### src/rtl/ccp_pkg.sv
`timescale 1ns/1ps
package ccp_pkg;
  localparam int DUTY_LO_W = 2;

  localparam logic [3:0] M_OFF      = 4'b0000;
  localparam logic [3:0] M_CMP_TGL  = 4'b0010;
  localparam logic [3:0] M_CAP_FALL = 4'b0100;
  localparam logic [3:0] M_CAP_RISE = 4'b0101;
  localparam logic [3:0] M_CAP_4    = 4'b0110;
  localparam logic [3:0] M_CAP_16   = 4'b0111;
  localparam logic [3:0] M_CMP_SET  = 4'b1000;
  localparam logic [3:0] M_CMP_CLR  = 4'b1001;
  localparam logic [3:0] M_CMP_EVT  = 4'b1010;
  localparam logic [3:0] M_CMP_TRG  = 4'b1011;

  function automatic logic is_capture(logic [3:0] m);
    return m[3:2] == 2'b01;
  endfunction

  function automatic logic is_compare(logic [3:0] m);
    return (m == M_CMP_TGL) || (m[3:2] == 2'b10);
  endfunction

  function automatic logic is_pwm(logic [3:0] m);
    return m[3:2] == 2'b11;
  endfunction

  function automatic logic drives_pin(logic [3:0] m);
    return (m == M_CMP_TGL) || (m[3:1] == 3'b100) || is_pwm(m);
  endfunction

  function automatic logic [4:0] cap_limit(logic [3:0] m);
    case (m)
      M_CAP_4:  return 5'd4;
      M_CAP_16: return 5'd16;
      default:  return 5'd1;
    endcase
  endfunction
endpackage

### src/rtl/ccp_capture.sv
`timescale 1ns/1ps
module ccp_capture import ccp_pkg::*; #(
  parameter int SYNC_N = 2,
  parameter int CNT_W  = 4
) (
  input  logic       clk_i,
  input  logic       rst_ni,
  input  logic       pin_i,
  input  logic       alt_sel_i,
  input  logic       alt_evt_i,
  input  logic [3:0] mode_i,
  input  logic       clr_i,
  output logic       cap_o
);
  logic             lvl;
  logic             prev_q;
  logic             rise, fall, ev;
  logic [CNT_W-1:0] cnt_q;
  logic [4:0]       lim;
  logic [CNT_W-1:0] lim_m1;

  if (SYNC_N > 1) begin : g_multi
    logic [SYNC_N-1:0] sync_q;
    always_ff @(posedge clk_i or negedge rst_ni) begin
      if (!rst_ni) sync_q <= '0;
      else         sync_q <= {sync_q[SYNC_N-2:0], pin_i};
    end
    assign lvl = sync_q[SYNC_N-1];
  end else begin : g_single
    logic sync_q;
    always_ff @(posedge clk_i or negedge rst_ni) begin
      if (!rst_ni) sync_q <= 1'b0;
      else         sync_q <= pin_i;
    end
    assign lvl = sync_q;
  end

  always_ff @(posedge clk_i or negedge rst_ni) begin
    if (!rst_ni) prev_q <= 1'b0;
    else         prev_q <= lvl;
  end

  assign rise   = lvl & ~prev_q;
  assign fall   = ~lvl & prev_q;
  assign ev     = is_capture(mode_i) &&
                  (alt_sel_i ? alt_evt_i : ((mode_i == M_CAP_FALL) ? fall : rise));
  assign lim    = cap_limit(mode_i);
  assign lim_m1 = CNT_W'(lim - 5'd1);
  assign cap_o  = ev && (cnt_q == lim_m1);

  always_ff @(posedge clk_i or negedge rst_ni) begin
    if (!rst_ni)    cnt_q <= '0;
    else if (clr_i) cnt_q <= '0;
    else if (ev)    cnt_q <= cap_o ? '0 : cnt_q + 1'b1;
  end


  prescale_bound_chk: assert property (@(posedge clk_i) disable iff (!rst_ni)
    is_capture(mode_i) |-> ({1'b0, cnt_q} < cap_limit(mode_i)));
endmodule

### src/rtl/ccp_compare.sv
`timescale 1ns/1ps
module ccp_compare import ccp_pkg::*; #(
  parameter int TMR_W = 16
) (
  input  logic             clk_i,
  input  logic             rst_ni,
  input  logic [TMR_W-1:0] tmr_i,
  input  logic [TMR_W-1:0] ref_i,
  input  logic [3:0]       mode_i,
  input  logic             load_i,
  input  logic [3:0]       load_mode_i,
  output logic             pin_o,
  output logic             evt_o,
  output logic             trig_o
);
  logic match, match_q, pin_q, trig_q;

  assign match = (tmr_i == ref_i);
  // act once per arrival at the match value
  assign evt_o = match && !match_q && is_compare(mode_i);

  always_ff @(posedge clk_i or negedge rst_ni) begin
    if (!rst_ni) begin
      match_q <= 1'b0;
      trig_q  <= 1'b0;
    end else begin
      match_q <= match;
      trig_q  <= evt_o && (mode_i == M_CMP_TRG);
    end
  end

  always_ff @(posedge clk_i or negedge rst_ni) begin
    if (!rst_ni) pin_q <= 1'b0;
    else if (load_i) pin_q <= (load_mode_i == M_CMP_CLR);
    else if (evt_o) begin
      case (mode_i)
        M_CMP_TGL: pin_q <= ~pin_q;
        M_CMP_SET: pin_q <= 1'b1;
        M_CMP_CLR: pin_q <= 1'b0;
        default:   pin_q <= pin_q;
      endcase
    end
  end

  assign pin_o  = pin_q;
  assign trig_o = trig_q;


  set_hold_chk: assert property (@(posedge clk_i) disable iff (!rst_ni)
    (mode_i == M_CMP_SET && !load_i && pin_q) |=> pin_q);

  trig_pulse_chk: assert property (@(posedge clk_i) disable iff (!rst_ni)
    trig_q |=> !trig_q);
endmodule

### src/rtl/ccp_pwm.sv
`timescale 1ns/1ps
module ccp_pwm #(
  parameter int PWM_W = 10
) (
  input  logic             clk_i,
  input  logic             rst_ni,
  input  logic [PWM_W-1:0] cnt_i,
  input  logic [PWM_W-1:0] duty_i,
  input  logic             period_i,
  input  logic             en_i,
  input  logic             load_i,
  output logic             pin_o
);
  logic [PWM_W-1:0] duty_q;
  logic             pin_q;

  always_ff @(posedge clk_i or negedge rst_ni) begin
    if (!rst_ni) begin
      duty_q <= '0;
      pin_q  <= 1'b0;
    end else if (load_i) begin
      pin_q  <= 1'b0;
    end else if (en_i) begin
      if (period_i) begin
        duty_q <= duty_i;
        pin_q  <= (duty_i != '0);
      end else if (pin_q && cnt_i == duty_q) begin
        pin_q  <= 1'b0;
      end
    end
  end

  assign pin_o = pin_q;


  pwm_rise_chk: assert property (@(posedge clk_i) disable iff (!rst_ni)
    $rose(pin_q) |-> $past(period_i));
endmodule

### src/rtl/ccp_channel.sv
`timescale 1ns/1ps
module ccp_channel import ccp_pkg::*; #(
  parameter int TMR_W        = 16,
  parameter int DUTY_HI_W    = 8,
  parameter int SYNC_N       = 2,
  parameter int MAX_PRESCALE = 16
) (
  input  logic                 clk_i,
  input  logic                 rst_ni,
  input  logic [TMR_W-1:0]     tmr_i,
  input  logic [DUTY_LO_W-1:0] tmr_sub_i,
  input  logic                 period_start_i,
  input  logic                 cap_pin_i,
  input  logic                 alt_sel_i,
  input  logic                 alt_evt_i,
  input  logic                 ctrl_we_i,
  input  logic                 dlo_we_i,
  input  logic                 dhi_we_i,
  input  logic [7:0]           wdata_i,
  input  logic                 flag_clr_i,
  output logic [7:0]           ctrl_o,
  output logic [TMR_W-1:0]     data_o,
  output logic                 pin_o,
  output logic                 pin_oe_o,
  output logic                 flag_o,
  output logic                 tmr_rst_o
);
  localparam int CNT_W = $clog2(MAX_PRESCALE);
  localparam int HI_W  = TMR_W - 8;
  localparam int PWM_W = DUTY_HI_W + DUTY_LO_W;

  logic [3:0]           mode_q;
  logic [DUTY_LO_W-1:0] dcb_q;
  logic [TMR_W-1:0]     data_q;
  logic                 flag_q;
  logic                 mode_chg;
  logic                 cap_stb, cmp_evt, cmp_pin, cmp_trig, pwm_pin;
  logic                 ctrl_unused;

  assign ctrl_unused = ^wdata_i[7:6];
  assign mode_chg    = ctrl_we_i && (wdata_i[3:0] != mode_q);

  always_ff @(posedge clk_i or negedge rst_ni) begin
    if (!rst_ni) begin
      mode_q <= M_OFF;
      dcb_q  <= '0;
    end else if (ctrl_we_i) begin
      mode_q <= wdata_i[3:0];
      dcb_q  <= wdata_i[5:4];
    end
  end

  // writes win over a simultaneous capture
  always_ff @(posedge clk_i or negedge rst_ni) begin
    if (!rst_ni) data_q <= '0;
    else if (dlo_we_i || dhi_we_i) begin
      if (dlo_we_i) data_q[7:0]       <= wdata_i;
      if (dhi_we_i) data_q[TMR_W-1:8] <= wdata_i[HI_W-1:0];
    end else if (cap_stb) data_q <= tmr_i;
  end

  always_ff @(posedge clk_i or negedge rst_ni) begin
    if (!rst_ni)                 flag_q <= 1'b0;
    else if (cap_stb || cmp_evt) flag_q <= 1'b1;
    else if (flag_clr_i)         flag_q <= 1'b0;
  end

  ccp_capture #(.SYNC_N(SYNC_N), .CNT_W(CNT_W)) u_cap (
    .clk_i, .rst_ni,
    .pin_i(cap_pin_i), .alt_sel_i, .alt_evt_i,
    .mode_i(mode_q), .clr_i(mode_chg), .cap_o(cap_stb)
  );

  ccp_compare #(.TMR_W(TMR_W)) u_cmp (
    .clk_i, .rst_ni, .tmr_i, .ref_i(data_q),
    .mode_i(mode_q), .load_i(mode_chg), .load_mode_i(wdata_i[3:0]),
    .pin_o(cmp_pin), .evt_o(cmp_evt), .trig_o(cmp_trig)
  );

  ccp_pwm #(.PWM_W(PWM_W)) u_pwm (
    .clk_i, .rst_ni,
    .cnt_i({tmr_i[DUTY_HI_W-1:0], tmr_sub_i}),
    .duty_i({data_q[DUTY_HI_W-1:0], dcb_q}),
    .period_i(period_start_i), .en_i(is_pwm(mode_q)),
    .load_i(mode_chg), .pin_o(pwm_pin)
  );

  assign ctrl_o    = {2'b00, dcb_q, mode_q};
  assign data_o    = data_q;
  assign pin_oe_o  = drives_pin(mode_q);
  assign pin_o     = pin_oe_o & (is_pwm(mode_q) ? pwm_pin : cmp_pin);
  assign flag_o    = flag_q;
  assign tmr_rst_o = cmp_trig;


  flag_sticky_chk: assert property (@(posedge clk_i) disable iff (!rst_ni)
    (flag_q && !flag_clr_i) |=> flag_q);

  data_hold_chk: assert property (@(posedge clk_i) disable iff (!rst_ni)
    (!dlo_we_i && !dhi_we_i && !is_capture(mode_q)) |=> $stable(data_q));
endmodule

### config.mk
export PLATFORM = sky130hd
export DESIGN_NAME = ccp_channel
export DESIGN_NICKNAME = d
export VERILOG_FILES = /design/src/rtl/ccp_pkg.sv /design/src/rtl/ccp_capture.sv /design/src/rtl/ccp_compare.sv /design/src/rtl/ccp_pwm.sv /design/src/rtl/ccp_channel.sv
export SDC_FILE = /design/constraint.sdc
export NUM_CORES = 1
export LEC_CHECK = 0
export BUFFER_PORTS_ARGS = -buffer_cell sky130_fd_sc_hd__buf_2
export CORE_MARGIN = 2
export CORE_UTILIZATION = 35
export DETAILED_ROUTE_END_ITERATION = 10
export GPL_TIMING_DRIVEN = 1
export PLACE_DENSITY = 0.64
export RECOVER_POWER = 50
export SETUP_SLACK_MARGIN = 0.02
export SLEW_MARGIN = 0
export SYNTH_ARGS = -nofsm -noshare
export SYNTH_HDL_FRONTEND = slang
export SYNTH_SLANG_ARGS = --single-unit
### constraint.sdc
create_clock -name clk_i -period 2.11 [get_ports clk_i]
set_clock_uncertainty 0.05 [all_clocks]
set_input_delay 0.3165 -clock clk_i [delete_from_list [all_inputs] [get_ports clk_i]]
set_output_delay 0.3165 -clock clk_i [all_outputs]
set_load 0.02 [all_outputs]
==> key figures <==
Floorplan
  – CORE AREA: 6794 sq um
  – Starting Density: 36.06%
  – Die W: 87.67 um
  – I/O pins: 64
  – Full die area: 7685 sq um
  – DIE HEIGHT: 87.67 um
  – FP Rows: 30

Yosys
  – Ys async rst share: 100.0%
  – Synth cell count leaders: dfrtp_1, xnor2_1, nand2b_1, o221a_1, xor2_1
  – Syn_area_per_cell: 11.29 sq um
  – Post-Syn Area: 2450 sq um
  – Mapped Cells: 217
  – Sequential share of the synthesized area: 44.94%
  – Synth warn: 0
  – Most frequent cell after synthesis: dfrtp_1
  – Seq cells post-synth: 44
  – Synth top area cells: dfrtp_1, o221a_1, xnor2_1, xor2_1, mux2_1
  – EDFF count, synth: 0
  – Synth Flop Type: dfrtp_1
  – Cell taking the most area after synthesis: dfrtp_1
  – Post-synth top area share: 44.94%
  – Synth cell types: 43

Clocking
  – CTS tree: yes
  – Number of buffers created by CTS: 5
  – Clock latency on the worst-skew pair: 0.30 ns
  – CTS max path bufs: 2
  – H-tree lvl count: 2
  – Clk slew on worst S/H paths: 0.09 ns
  – Clk sinks: 44
  – CTS root buf: clkbuf_8

Place
  – Post-DP Area: 2885 sq um
  – Post-Place Cells: 374
  – Place WS: -0.1023 ns
  – Detailed placer's ending HPWL: 4589 um
  – GP Congestion: 0.8522
  – Number of port buffers: 61

Routing
  – DRT Wirelength: 5981 um
  – Avg WL per Cell: 15.62 um
  – Via count: 1948
  – 1st-iter DRT viols: 122
  – Drt via density: 5.086
  – DRC errors left: 0
  – TritonRoute pass-1 iters: 4
  – Final ANT Viol Nets: 0

GRT
  – First-pass GRT wire length: 9867 um
  – Number of global-route vias before repair: 1984
  – Met3 capacity usage during global routing: 3.582%
  – GRT met1 Usage: 24.29%
  – All-layer global routing usage: 16.74%
  – GRT overflow: 0
  – Routing usage on met2: 24.31%
  – Gr busiest metal: met2
  – Initial antenna violation count: 0
  – Largest net degree at the start of global routing: 28

Critical path
  – CP Class: flip-flop to flip-flop
  – Delay of the slowest cell on the worst path: 0.43 ns
  – Cells along the critical path: or3_4 -> a211oi_4 -> o2111ai_4 -> buf_4 -> o221a_1
  – Crit path arrival time: 2.12 ns
  – Worst Setup Start Kind: flip-flop
  – Crit path capture type: flip-flop
  – Critical path peak fanout: 11
  – Worst path slowest cell: dfrtp_1
  – Crit path required time: 2.25 ns

Power
  – LEAKAGE: 1.254 nW
  – Total Power: 2.340 mW
  – Worst vdd ir: 0.2594 mV
  – PwrDens: 775.2 nW/um^2

STA
  – Final period utilization: 94.13%
  – Tmin final: 1.986 ns
  – Relative slew slack: 32.70%
  – Final setup violation count: 0
  – Setup TNS Final: 0 ns
  – Final Hold Fails: 0
  – Final worst slack: 0.1238 ns
  – Fmax: 0.5035 GHz
  – Final Max Slew Viols: 0
  – Hold WS: 0.07202 ns
  – Least-Margin Pin Slew: 1.009 ns

Layout
  – Final non-filler cell area: 3019 sq um
  – Layout Cells excl Fill: 383
  – Final Core Density: 44.44%
  – Synth-to-Final Area Change: 23.24%
  – Layout cell share with drive strength beyond 1: 31.36%
  – Nets: 323
  – N_diodes: 0

Outcome
  – Outcome: complete, no violations

Hold path
  – HP Class: input pin to flip-flop

Flow run
  – Max Cap Viol: 0
-- final timing paths --
check / from / to / slack [ns] / cells after the start
max: u_cap.cnt_q[2] / data_o[13] / 0.12 / 5
min: cap_pin_i / u_cap.g_multi.sync_q[0] / 0.07 / 1
max reg2reg: u_cap.cnt_q[2] / data_o[13] / 0.12 / 5
min reg2reg: u_cap.g_multi.sync_q[0] / u_cap.g_multi.sync_q[1] / 0.31 / 0
max in group asynchronous: rst_ni / u_pwm.duty_q[3] / 0.33 / 3
min in group asynchronous: rst_ni / u_cap.prev_q / 0.66 / 2
-- cell usage in the layout (no fill, tap or decap), drive strengths merged, types with 2 or more instances in the layout --
cell | netlist | routed
nor3 | 4 | 4
a31oi | 2 | 2
inv | 3 | 3
buf | 8 | 65
nor3b | 3 | 3
nor2 | 10 | 10
dfrtp | 44 | 44
nor2b | 4 | 4
nand3 | 4 | 4
nand2 | 10 | 10
clkbuf | 3 | 12
nand4 | 5 | 5
nand3b | 2 | 2
nor4 | 8 | 8
xor2 | 14 | 14
o221a | 16 | 16
a21oi | 4 | 4
mux2 | 16 | 16
o21ai | 6 | 6
conb | 1 | 2
nand2b | 18 | 18
xnor2 | 17 | 17
-- metal layers --
layer	part of all wire [%]	routed length (um)
met2	46	2733
met3	5.1	304
met5	0	0
met1	47	2813
met4	2.2	130
-- cells by family after synthesis --
logic type	after synthesis	share of synthesized area [%]
and+or+nand+nor	74	18.03
other	1	0.1531
DFF	44	44.94
adders and majority gates	1	0.5106
xor gates and xnor gates	31	11.08
muxes	16	7.354
AOI/OAI and AO/OA	36	14.15
buffers and inverters	14	3.779
-- state kept, by name, summed over array words and instances, names as in the netlist --
name / count
u_cap.g_multi.sync_q: 2
data_o: 16
u_cap.prev_q: 1
u_cmp.trig_o: 1
mode_q: 4
flag_o: 1
u_cap.cnt_q: 4
u_pwm.pin_o: 1
u_cmp.pin_o: 1
dcb_q: 2
u_cmp.match_q: 1
u_pwm.duty_q: 10
-- cell type report --
type,count,area (sq um)
fillers,666,3775
clock inverters,2,38.79
multi-input cells,160,1280
inverters,3,11.26
clock buffers,6,82.58
repair buffers,72,384.1
flip-flops and latches,44,1102
well taps,96,120.1
-- critical path, delay by kind of cell (launching register included) --
family,cells,cell delay [ns]
AO/OA/AOI/OAI,3,0.75
buffers and inverters,1,0.25
flip-flops,1,0.43
AND/OR/NAND/NOR,1,0.39
-- power breakdown --
part           internal (mW)  switching, mW  leakage, nW
logic                  0.268          0.309        0.670
registers              0.970          0.110        0.523
clock network          0.387          0.297       0.0614
-- timing repair --
item	in CTS	in global routing
resized for setup	2	3
setup buffers	0	0
setup endpoints to repair	2	11
hold buffers	1	0
hold endpoints to repair	17	0
pin swaps	0	1
(Power assumes the default switching activity.)
